File: src/rtl/ser_eeprom_pkg.sv
package ser_eeprom_pkg;

    typedef enum logic [2:0] {
        ST_IDLE = 3'd0,
        ST_OPC  = 3'd1,
        ST_ADR  = 3'd2,
        ST_DIN  = 3'd3,
        ST_RD   = 3'd4,
        ST_HOLD = 3'd5
    } ctl_state_e;

    typedef enum logic [1:0] {
        OP_EXT   = 2'b00,
        OP_WRITE = 2'b01,
        OP_READ  = 2'b10,
        OP_ERASE = 2'b11
    } opcode_e;

    typedef enum logic [1:0] {
        EX_LOCK   = 2'b00,
        EX_FILL   = 2'b01,
        EX_CLEAR  = 2'b10,
        EX_UNLOCK = 2'b11
    } ext_e;

endpackage

File: src/rtl/ser_eeprom_sync.sv
module ser_eeprom_sync #(
    parameter int STAGES = 2,
    parameter int W      = 3
) (
    input  logic         clk,
    input  logic         rst_n,
    input  logic [W-1:0] d,
    output logic [W-1:0] q
);
    logic [W-1:0] chain [STAGES];

    generate
        for (genvar s = 0; s < STAGES; s++) begin : g_stage
            always_ff @(posedge clk or negedge rst_n) begin
                if (!rst_n) begin
                    chain[s] <= '0;
                end else if (s == 0) begin
                    chain[s] <= d;
                end else begin
                    chain[s] <= chain[(s == 0) ? 0 : s-1];
                end
            end
        end
    endgenerate

    assign q = chain[STAGES-1];
endmodule

File: src/rtl/ser_eeprom_array.sv
module ser_eeprom_array #(
    parameter int WORD_W = 16,
    parameter int ADDR_W = 6
) (
    input  logic              clk,
    input  logic              rst_n,
    input  logic              we,
    input  logic              all,
    input  logic [ADDR_W-1:0] addr,
    input  logic [WORD_W-1:0] wdata,
    output logic [WORD_W-1:0] rdata
);
    localparam int DEPTH = 1 << ADDR_W;

    logic [DEPTH-1:0][WORD_W-1:0] store;

    generate
        for (genvar i = 0; i < DEPTH; i++) begin : g_word
            always_ff @(posedge clk or negedge rst_n) begin
                if (!rst_n) begin
                    store[i] <= '1;
                end else if (we && (all || addr == ADDR_W'(i))) begin
                    store[i] <= wdata;
                end
            end
        end
    endgenerate

    assign rdata = store[addr];

    // contents only move on a write strobe
    a_r8_hold_without_we: assert property (@(posedge clk) disable iff (!rst_n)
        !we |=> $stable(store));

    // a whole-array program leaves first and last word equal
    a_r7_fill_uniform: assert property (@(posedge clk) disable iff (!rst_n)
        (we && all) |=> (store[0] == store[DEPTH-1]));
endmodule

File: src/rtl/ser_eeprom_ctrl.sv
module ser_eeprom_ctrl
    import ser_eeprom_pkg::*;
#(
    parameter int WORD_W = 16,
    parameter int ADDR_W = 6
) (
    input  logic              clk,
    input  logic              rst_n,
    input  logic              cs_i,
    input  logic              sclk_i,
    input  logic              din_i,
    input  logic [WORD_W-1:0] rd_word,
    output logic [ADDR_W-1:0] addr_o,
    output logic              we_o,
    output logic              all_o,
    output logic [WORD_W-1:0] wdata_o,
    output logic              dout_o
);
    localparam int CNT_W = $clog2(WORD_W + 2);
    localparam logic [CNT_W-1:0] OPC_LAST = CNT_W'(1);
    localparam logic [CNT_W-1:0] ADR_LAST = CNT_W'(ADDR_W - 1);
    localparam logic [CNT_W-1:0] DIN_LAST = CNT_W'(WORD_W - 1);
    localparam logic [CNT_W-1:0] RD_LAST  = CNT_W'(WORD_W);

    ctl_state_e        state_q, state_nx;
    logic [CNT_W-1:0]  cnt_q, cnt_nx;
    logic              sclk_q;
    logic              rise;
    opcode_e           opc_q;
    logic [ADDR_W-1:0] adr_q;
    logic [WORD_W-1:0] dsh_q;
    logic [WORD_W:0]   rsh_q;
    logic              wen_q;

    logic [ADDR_W-1:0] adr_now;
    logic [WORD_W-1:0] dat_now;
    ext_e              ext_now;
    ext_e              ext_q;
    logic              step;
    logic              adr_done;
    logic              din_done;

    assign rise     = sclk_i & ~sclk_q;
    assign step     = rise & cs_i;
    assign adr_now  = {adr_q[ADDR_W-2:0], din_i};
    assign dat_now  = {dsh_q[WORD_W-2:0], din_i};
    assign ext_now  = ext_e'(adr_now[ADDR_W-1 -: 2]);
    assign ext_q    = ext_e'(adr_q[ADDR_W-1 -: 2]);
    assign adr_done = step && (state_q == ST_ADR) && (cnt_q == ADR_LAST);
    assign din_done = step && (state_q == ST_DIN) && (cnt_q == DIN_LAST);

    // next-state logic
    always_comb begin
        state_nx = state_q;
        cnt_nx   = cnt_q;
        unique case (state_q)
            ST_IDLE: begin
                if (rise && din_i) begin
                    state_nx = ST_OPC;
                    cnt_nx   = '0;
                end
            end
            ST_OPC: begin
                if (rise) begin
                    if (cnt_q == OPC_LAST) begin
                        state_nx = ST_ADR;
                        cnt_nx   = '0;
                    end else begin
                        cnt_nx = cnt_q + 1'b1;
                    end
                end
            end
            ST_ADR: begin
                if (rise) begin
                    if (cnt_q == ADR_LAST) begin
                        cnt_nx = '0;
                        unique case (opc_q)
                            OP_READ:  state_nx = ST_RD;
                            OP_WRITE: state_nx = ST_DIN;
                            OP_ERASE: state_nx = ST_HOLD;
                            OP_EXT:   state_nx = (ext_now == EX_FILL) ? ST_DIN : ST_HOLD;
                            default:  state_nx = ST_HOLD;
                        endcase
                    end else begin
                        cnt_nx = cnt_q + 1'b1;
                    end
                end
            end
            ST_DIN: begin
                if (rise) begin
                    if (cnt_q == DIN_LAST) begin
                        state_nx = ST_HOLD;
                        cnt_nx   = '0;
                    end else begin
                        cnt_nx = cnt_q + 1'b1;
                    end
                end
            end
            ST_RD: begin
                if (rise) begin
                    if (cnt_q == RD_LAST) begin
                        state_nx = ST_HOLD;
                        cnt_nx   = '0;
                    end else begin
                        cnt_nx = cnt_q + 1'b1;
                    end
                end
            end
            ST_HOLD: begin
                state_nx = ST_HOLD;
            end
            default: begin
                state_nx = ST_IDLE;
                cnt_nx   = '0;
            end
        endcase
        if (!cs_i) begin
            state_nx = ST_IDLE;
            cnt_nx   = '0;
        end
    end

    // state register
    always_ff @(posedge clk or negedge rst_n) begin
        if (!rst_n) begin
            state_q <= ST_IDLE;
            cnt_q   <= '0;
            sclk_q  <= 1'b0;
        end else begin
            state_q <= state_nx;
            cnt_q   <= cnt_nx;
            sclk_q  <= sclk_i;
        end
    end

    // datapath registers and write-enable latch
    always_ff @(posedge clk or negedge rst_n) begin
        if (!rst_n) begin
            opc_q <= OP_EXT;
            adr_q <= '0;
            dsh_q <= '0;
            rsh_q <= '0;
            wen_q <= 1'b0;
        end else if (step) begin
            unique case (state_q)
                ST_OPC: opc_q <= opcode_e'({opc_q[0], din_i});
                ST_ADR: begin
                    adr_q <= adr_now;
                    if (cnt_q == ADR_LAST) begin
                        if (opc_q == OP_READ) begin
                            rsh_q <= {1'b0, rd_word};
                        end
                        if (opc_q == OP_EXT && ext_now == EX_UNLOCK) begin
                            wen_q <= 1'b1;
                        end
                        if (opc_q == OP_EXT && ext_now == EX_LOCK) begin
                            wen_q <= 1'b0;
                        end
                    end
                end
                ST_DIN: dsh_q <= dat_now;
                ST_RD:  rsh_q <= {rsh_q[WORD_W-1:0], 1'b0};
                default: ;
            endcase
        end
    end

    // outputs
    always_comb begin
        addr_o  = (state_q == ST_ADR) ? adr_now : adr_q;
        we_o    = 1'b0;
        all_o   = 1'b0;
        wdata_o = '1;
        if (adr_done && wen_q) begin
            if (opc_q == OP_ERASE) begin
                we_o = 1'b1;
            end else if (opc_q == OP_EXT && ext_now == EX_CLEAR) begin
                we_o  = 1'b1;
                all_o = 1'b1;
            end
        end
        if (din_done && wen_q) begin
            we_o    = 1'b1;
            wdata_o = dat_now;
            all_o   = (opc_q == OP_EXT) && (ext_q == EX_FILL);
        end
        dout_o = (state_q == ST_RD) ? rsh_q[WORD_W] : 1'b0;
    end

    // zero bits in IDLE do not start a command
    a_r2_wait_for_start: assert property (@(posedge clk) disable iff (!rst_n)
        (state_q == ST_IDLE && cs_i && rise && !din_i) |=> (state_q == ST_IDLE));

    // deselect returns to IDLE with output low
    a_r9_abort_to_idle: assert property (@(posedge clk) disable iff (!rst_n)
        !cs_i |=> (state_q == ST_IDLE && !dout_o));

    // the latch only moves on a selected serial edge
    a_r6_latch_on_edge: assert property (@(posedge clk) disable iff (!rst_n)
        !$stable(wen_q) |-> $past(step));

    // read output holds between serial edges
    a_r3_dout_steady: assert property (@(posedge clk) disable iff (!rst_n)
        (state_q == ST_RD && cs_i && !rise) |=> $stable(dout_o));

    // a finished command stays finished while selected
    a_r12_hold_sticks: assert property (@(posedge clk) disable iff (!rst_n)
        (state_q == ST_HOLD && cs_i) |=> (state_q == ST_HOLD));
endmodule

File: src/rtl/ser_eeprom.sv
module ser_eeprom #(
    parameter int WORD_W      = 16,
    parameter int ADDR_W      = 6,
    parameter int SYNC_STAGES = 2
) (
    input  logic clk,
    input  logic rst_n,
    input  logic cs,
    input  logic sclk,
    input  logic din,
    output logic dout
);
    logic [2:0]        pins_s;
    logic              cs_s, sclk_s, din_s;
    logic [ADDR_W-1:0] m_addr;
    logic              m_we, m_all;
    logic [WORD_W-1:0] m_wdata, m_rdata;

    ser_eeprom_sync #(.STAGES(SYNC_STAGES), .W(3)) u_sync (
        .clk   (clk),
        .rst_n (rst_n),
        .d     ({cs, sclk, din}),
        .q     (pins_s)
    );

    assign cs_s   = pins_s[2];
    assign sclk_s = pins_s[1];
    assign din_s  = pins_s[0];

    ser_eeprom_ctrl #(.WORD_W(WORD_W), .ADDR_W(ADDR_W)) u_ctrl (
        .clk     (clk),
        .rst_n   (rst_n),
        .cs_i    (cs_s),
        .sclk_i  (sclk_s),
        .din_i   (din_s),
        .rd_word (m_rdata),
        .addr_o  (m_addr),
        .we_o    (m_we),
        .all_o   (m_all),
        .wdata_o (m_wdata),
        .dout_o  (dout)
    );

    ser_eeprom_array #(.WORD_W(WORD_W), .ADDR_W(ADDR_W)) u_array (
        .clk   (clk),
        .rst_n (rst_n),
        .we    (m_we),
        .all   (m_all),
        .addr  (m_addr),
        .wdata (m_wdata),
        .rdata (m_rdata)
    );

    // output stays low once deselect has passed the synchronizer
    a_r10_quiet_when_deselected: assert property (@(posedge clk) disable iff (!rst_n)
        (!cs_s && $past(!cs_s)) |-> !dout);
endmodule

File: config.mk
export PLATFORM = sky130hd
export DESIGN_NAME = ser_eeprom
export DESIGN_NICKNAME = d
export VERILOG_FILES = /design/src/rtl/ser_eeprom_pkg.sv /design/src/rtl/ser_eeprom_sync.sv /design/src/rtl/ser_eeprom_array.sv /design/src/rtl/ser_eeprom_ctrl.sv /design/src/rtl/ser_eeprom.sv
export SDC_FILE = /design/constraint.sdc
export NUM_CORES = 2
export LEC_CHECK = 0
export BUFFER_PORTS_ARGS = -buffer_cell sky130_fd_sc_hd__buf_2
export CORE_ASPECT_RATIO = 1.5
export CORE_MARGIN = 2
export CORE_UTILIZATION = 55
export CTS_CLUSTER_SIZE = 40
export DETAILED_ROUTE_END_ITERATION = 8
export PLACE_DENSITY = 0.7
export SKIP_CTS_REPAIR_TIMING = 1
export SLEW_MARGIN = 20
export SYNTH_ARGS = -nofsm -noshare
export SYNTH_HDL_FRONTEND = slang
export SYNTH_HIERARCHICAL = 1
export SYNTH_SLANG_ARGS = --single-unit
File: constraint.sdc
create_clock -name clk -period 8.9 [get_ports clk]
set_clock_uncertainty 0.1 [all_clocks]
set_input_delay 0 -clock clk [delete_from_list [all_inputs] [get_ports clk]]
set_output_delay 0 -clock clk [all_outputs]
set_load 0.01 [all_outputs]
==> impl_results.md <==
- Sw Pwr: 2.01 mW
- Clock Latency Late Sink: 0.71 ns
- Row cnt: 136
- R2R Path End: u_array/store[422]
- Ys async rst share: 100%
- Fin util: 60.5%
- Total die area: 95300 um2
- Comb pwr share: 1.6%
- Chip Width: 253 um
- Longest Clk Path Bufs: 3
- Post-synth top flop: dfstp_2
- Layout cell share with drive strength beyond 1: 82.5%
- Die Y: 377 um
- DRC Markers: 0
- Worst hold path class: reg -> reg
- GRT overflow: 0
- CP dominant cell by count: buf_4
- Setup_tns: 0 ns
- Mapped Area: 51000 um2
- Critical path type: reg -> reg
- TritonCTS Buffers: 102
- Total routed wirelength: 126000 um
- Root Driver: clkbuf_16
- Crit path depth: 10
- Final net count: 3134
- CP Capture Point: u_array/store[422]
- Unrepaired setup endpoints after global routing: no
- Final Max Tran Viols: 0
- PwrDens: 175 nW/um2
- Worst-Margin Slew: 1.18 ns
- Avg WL per Cell: 28.6 um
- Final Instance Count excl. Fillers: 4387
- Initial Util: 55.6%
- Worst Path Required: 9.43 ns
- CTS tree: done
- Seq cells post-synth: 1080
- Largest net degree at the start of global routing: 197
- P&R area growth vs syn: 8.70%
- Worst setup EP type: flop
- Switching share of total power: 20.7%
- Worst path bufs/invs: 3
- Number of vias per cell: 6.45
- Startpoint types: flop
- Cell family with most CP delay: simple AND/OR/NAND/NOR gates
- Complex-gate fraction of the synthesized area: 3.79%
- Clk sinks: 1080
- Max stage delay on crit path: 0.96 ns
- Routability cong.: 0.815
- Post-Synth XOR/XNOR Area: 0.0343%
- Global-route wire length before repair: 192000 um
- Post-synthesis sequential area ratio: 55.5%
- Worst EP arrival: 5.76 ns
- Placed insts: 4184
- Final HPWL DP: 73800 um
- Post-layout min period: 5.23 ns
- Synthesized instance count: 3267
- Status: finished, final reports clean
- Initial DRC Count: 1935
- Max-Slew Margin vs Limit: 21.2%
- Reg-to-Reg Start: u_ctrl/state_q[0]
- CP startpoint: u_ctrl/state_q[0]
- EDFF count, synth: 0
- Via count of the first global-routing pass: 30800
- Synth Area in Adders: 0.123%
- Fmax: 191 MHz
- Clock power frac: 47.6%
- Core area: 91700 um2
- Minimum hold slack: 0.254 ns
- Clock Pin Slew Worst Setup and Hold Paths: 0.06 ns
- Post-synthesis cell type count: 59
- Hold Vio Cnt, Final: 0
- Reg2Reg Setup Slack: 3.67 ns
- Final setup fails: 0
- Vias post-DR: 28300
- P_int: 7.71 mW
- Maxcap violations: 0
- CP cell instances: inv_1, nor4_4, nand2_1, o22ai_1, and4_2, buf_4, a21oi_1, nor2b_1, buf_4, mux2_2
- Synth Area in Simple Gates: 2.39%
- Router iterations before antenna repair: 8
- CP max FO: 35
- Synth Net Count: 3277
- Worst VDD drop: 127 uV
- Sequential Power Share: 50.8%
- Top Ports: 6
- H-Tree Depth: 3
- Period utilization: 58.8%
- Largest family of logic cells by synthesized area: multiplexers
- Port bufs: 5
- Synth warnings: 6
- Mux contribution to synthesized area: 34.8%
- R2R cell count: 10
- Syn Area/Cell: 15.6 um2
- Global-route usage over all layers: 26.9%
- Leakage: 21.7 nW
- Slowest library cell on the worst path: nor4_4
- Antenna-violating nets left: 0
- Antenna violations before repair: 10
power groups by stage:
stage	sequential [mW]	clock, mW	combinational [mW]
6_report	4.94	4.63	0.158
2_1_floorplan	5.01	0	0.0527
5_1_grt	4.94	4.93	0.182
3_3_place_gp	5.01	0	0.154
4_1_cts	4.94	4.73	0.161
3_5_place_dp	5.01	0	0.160
state kept, by name (all words and copies together) (netlist names):
signal	flops
u_array/store	1024
u_ctrl/rsh_q	17
u_ctrl/dsh_q	15
u_ctrl/adr_q	6
u_ctrl/cnt_q	5
u_ctrl/state_q	3
u_sync/chain	3
u_sync/q	3
u_ctrl/opc_q	2
u_ctrl/sclk_q	1
u_ctrl/wen_q	1
cells by family (layout without fill, tap and decap cells):
| group | count (synthesis) | in the layout |
|---|---|---|
| and+or+nand+nor | 197 | 197 |
| muxes | 1322 | 1322 |
| xor gates and xnor gates | 2 | 2 |
| AOI/OAI and AO/OA | 301 | 301 |
| buffers and inverters | 360 | 300 |
| DFF | 1080 | 1080 |
| adders and majority gates | 5 | 5 |
| other | 0 | 7 |
through the flow:
stage / cell area (um2) / power [mW] / setup WS (ns)
final: 55500 / 9.73 / 3.67
after floorplan: 51000 / 5.06 / 5.56
after CTS: 55300 / 9.83 / 3.69
after global routing: 55400 / 10.0 / 3.27
after detailed placement: 51700 / 5.17 / 3.71
after global placement: 51700 / 5.17 / 3.78
layout by cell type, fill, tap and decap left out, types with 10 or more instances in the layout:
master and instances:
clkinv_2 17, buf_4 81, dfstp_2 1024, inv_1 10, or2_2 18, clkbuf_1 20, or4_1 17, mux2i_1 15
clkbuf_16 104, nor2b_1 46, nand2_1 20, dfrtp_1 56, a22oi_1 128, mux2_2 1049, o21ai_0 10, nor2_1 38
bufinv_16 14, mux4_2 256, a21oi_1 127, clkbuf_8 23
worst min-delay path by stage:
stage | start | end | depth (start not counted)
2_1_floorplan | rst_n | u_ctrl/adr_q[0] | 0
3_3_place_gp | sclk | u_sync/chain[4] | 1
3_5_place_dp | sclk | u_sync/chain[4] | 1
4_1_cts | sclk | u_sync/chain[4] | 1
5_1_grt | u_sync/chain[4] | u_sync/q[1] | 0
6_report | u_sync/chain[4] | u_sync/q[1] | 0
per-layer routing:
layer / part of all wire, % / wire [um] / global-route usage (%)
met1: 39 / 49500 / 32.9
met2: 52 / 65800 / 47.4
met3: 4.0 / 5010 / 4.24
met4: 4.2 / 5310 / 11.3
met5: 0.021 / 27 / 0
area by class of cell:
cell class                      count  area [um2]
Multi-Input combinational cell   1827       21100
Tap cell                         1173        1470
Inverter                           10        37.5
Antenna cell                        7        17.5
Clock inverter                     40         586
Clock buffer                      147        2990
Timing Repair Buffer              103         928
Fill cell                        6737       36300
Sequential cell                  1080       28300
synth_stat cells (5+ instances only):
master | n | area [um2]
mux2_2 | 1051 | 11800
dfstp_2 | 1024 | 26900
mux4_2 | 256 | 5770
clkbuf_1 | 155 | 582
a22oi_1 | 128 | 961
a21oi_1 | 127 | 636
buf_2 | 105 | 526
dfrtp_1 | 56 | 1400
nor2b_1 | 48 | 300
buf_4 | 40 | 300
nor2_1 | 39 | 146
buf_1 | 38 | 143
nand2_1 | 20 | 75.1
or4_1 | 17 | 128
mux2i_1 | 15 | 150
o21ai_2 | 14 | 123
buf_6 | 12 | 135
o21ai_0 | 12 | 60.1
inv_1 | 10 | 37.5
or2_1 | 10 | 62.6
or2_2 | 9 | 56.3
nand2b_1 | 7 | 43.8
o21ai_1 | 7 | 35.0
and4bb_2 | 6 | 75.1
nand3_1 | 6 | 30.0
ha_1 | 5 | 62.6
Power figures use the tool's default switching activity.
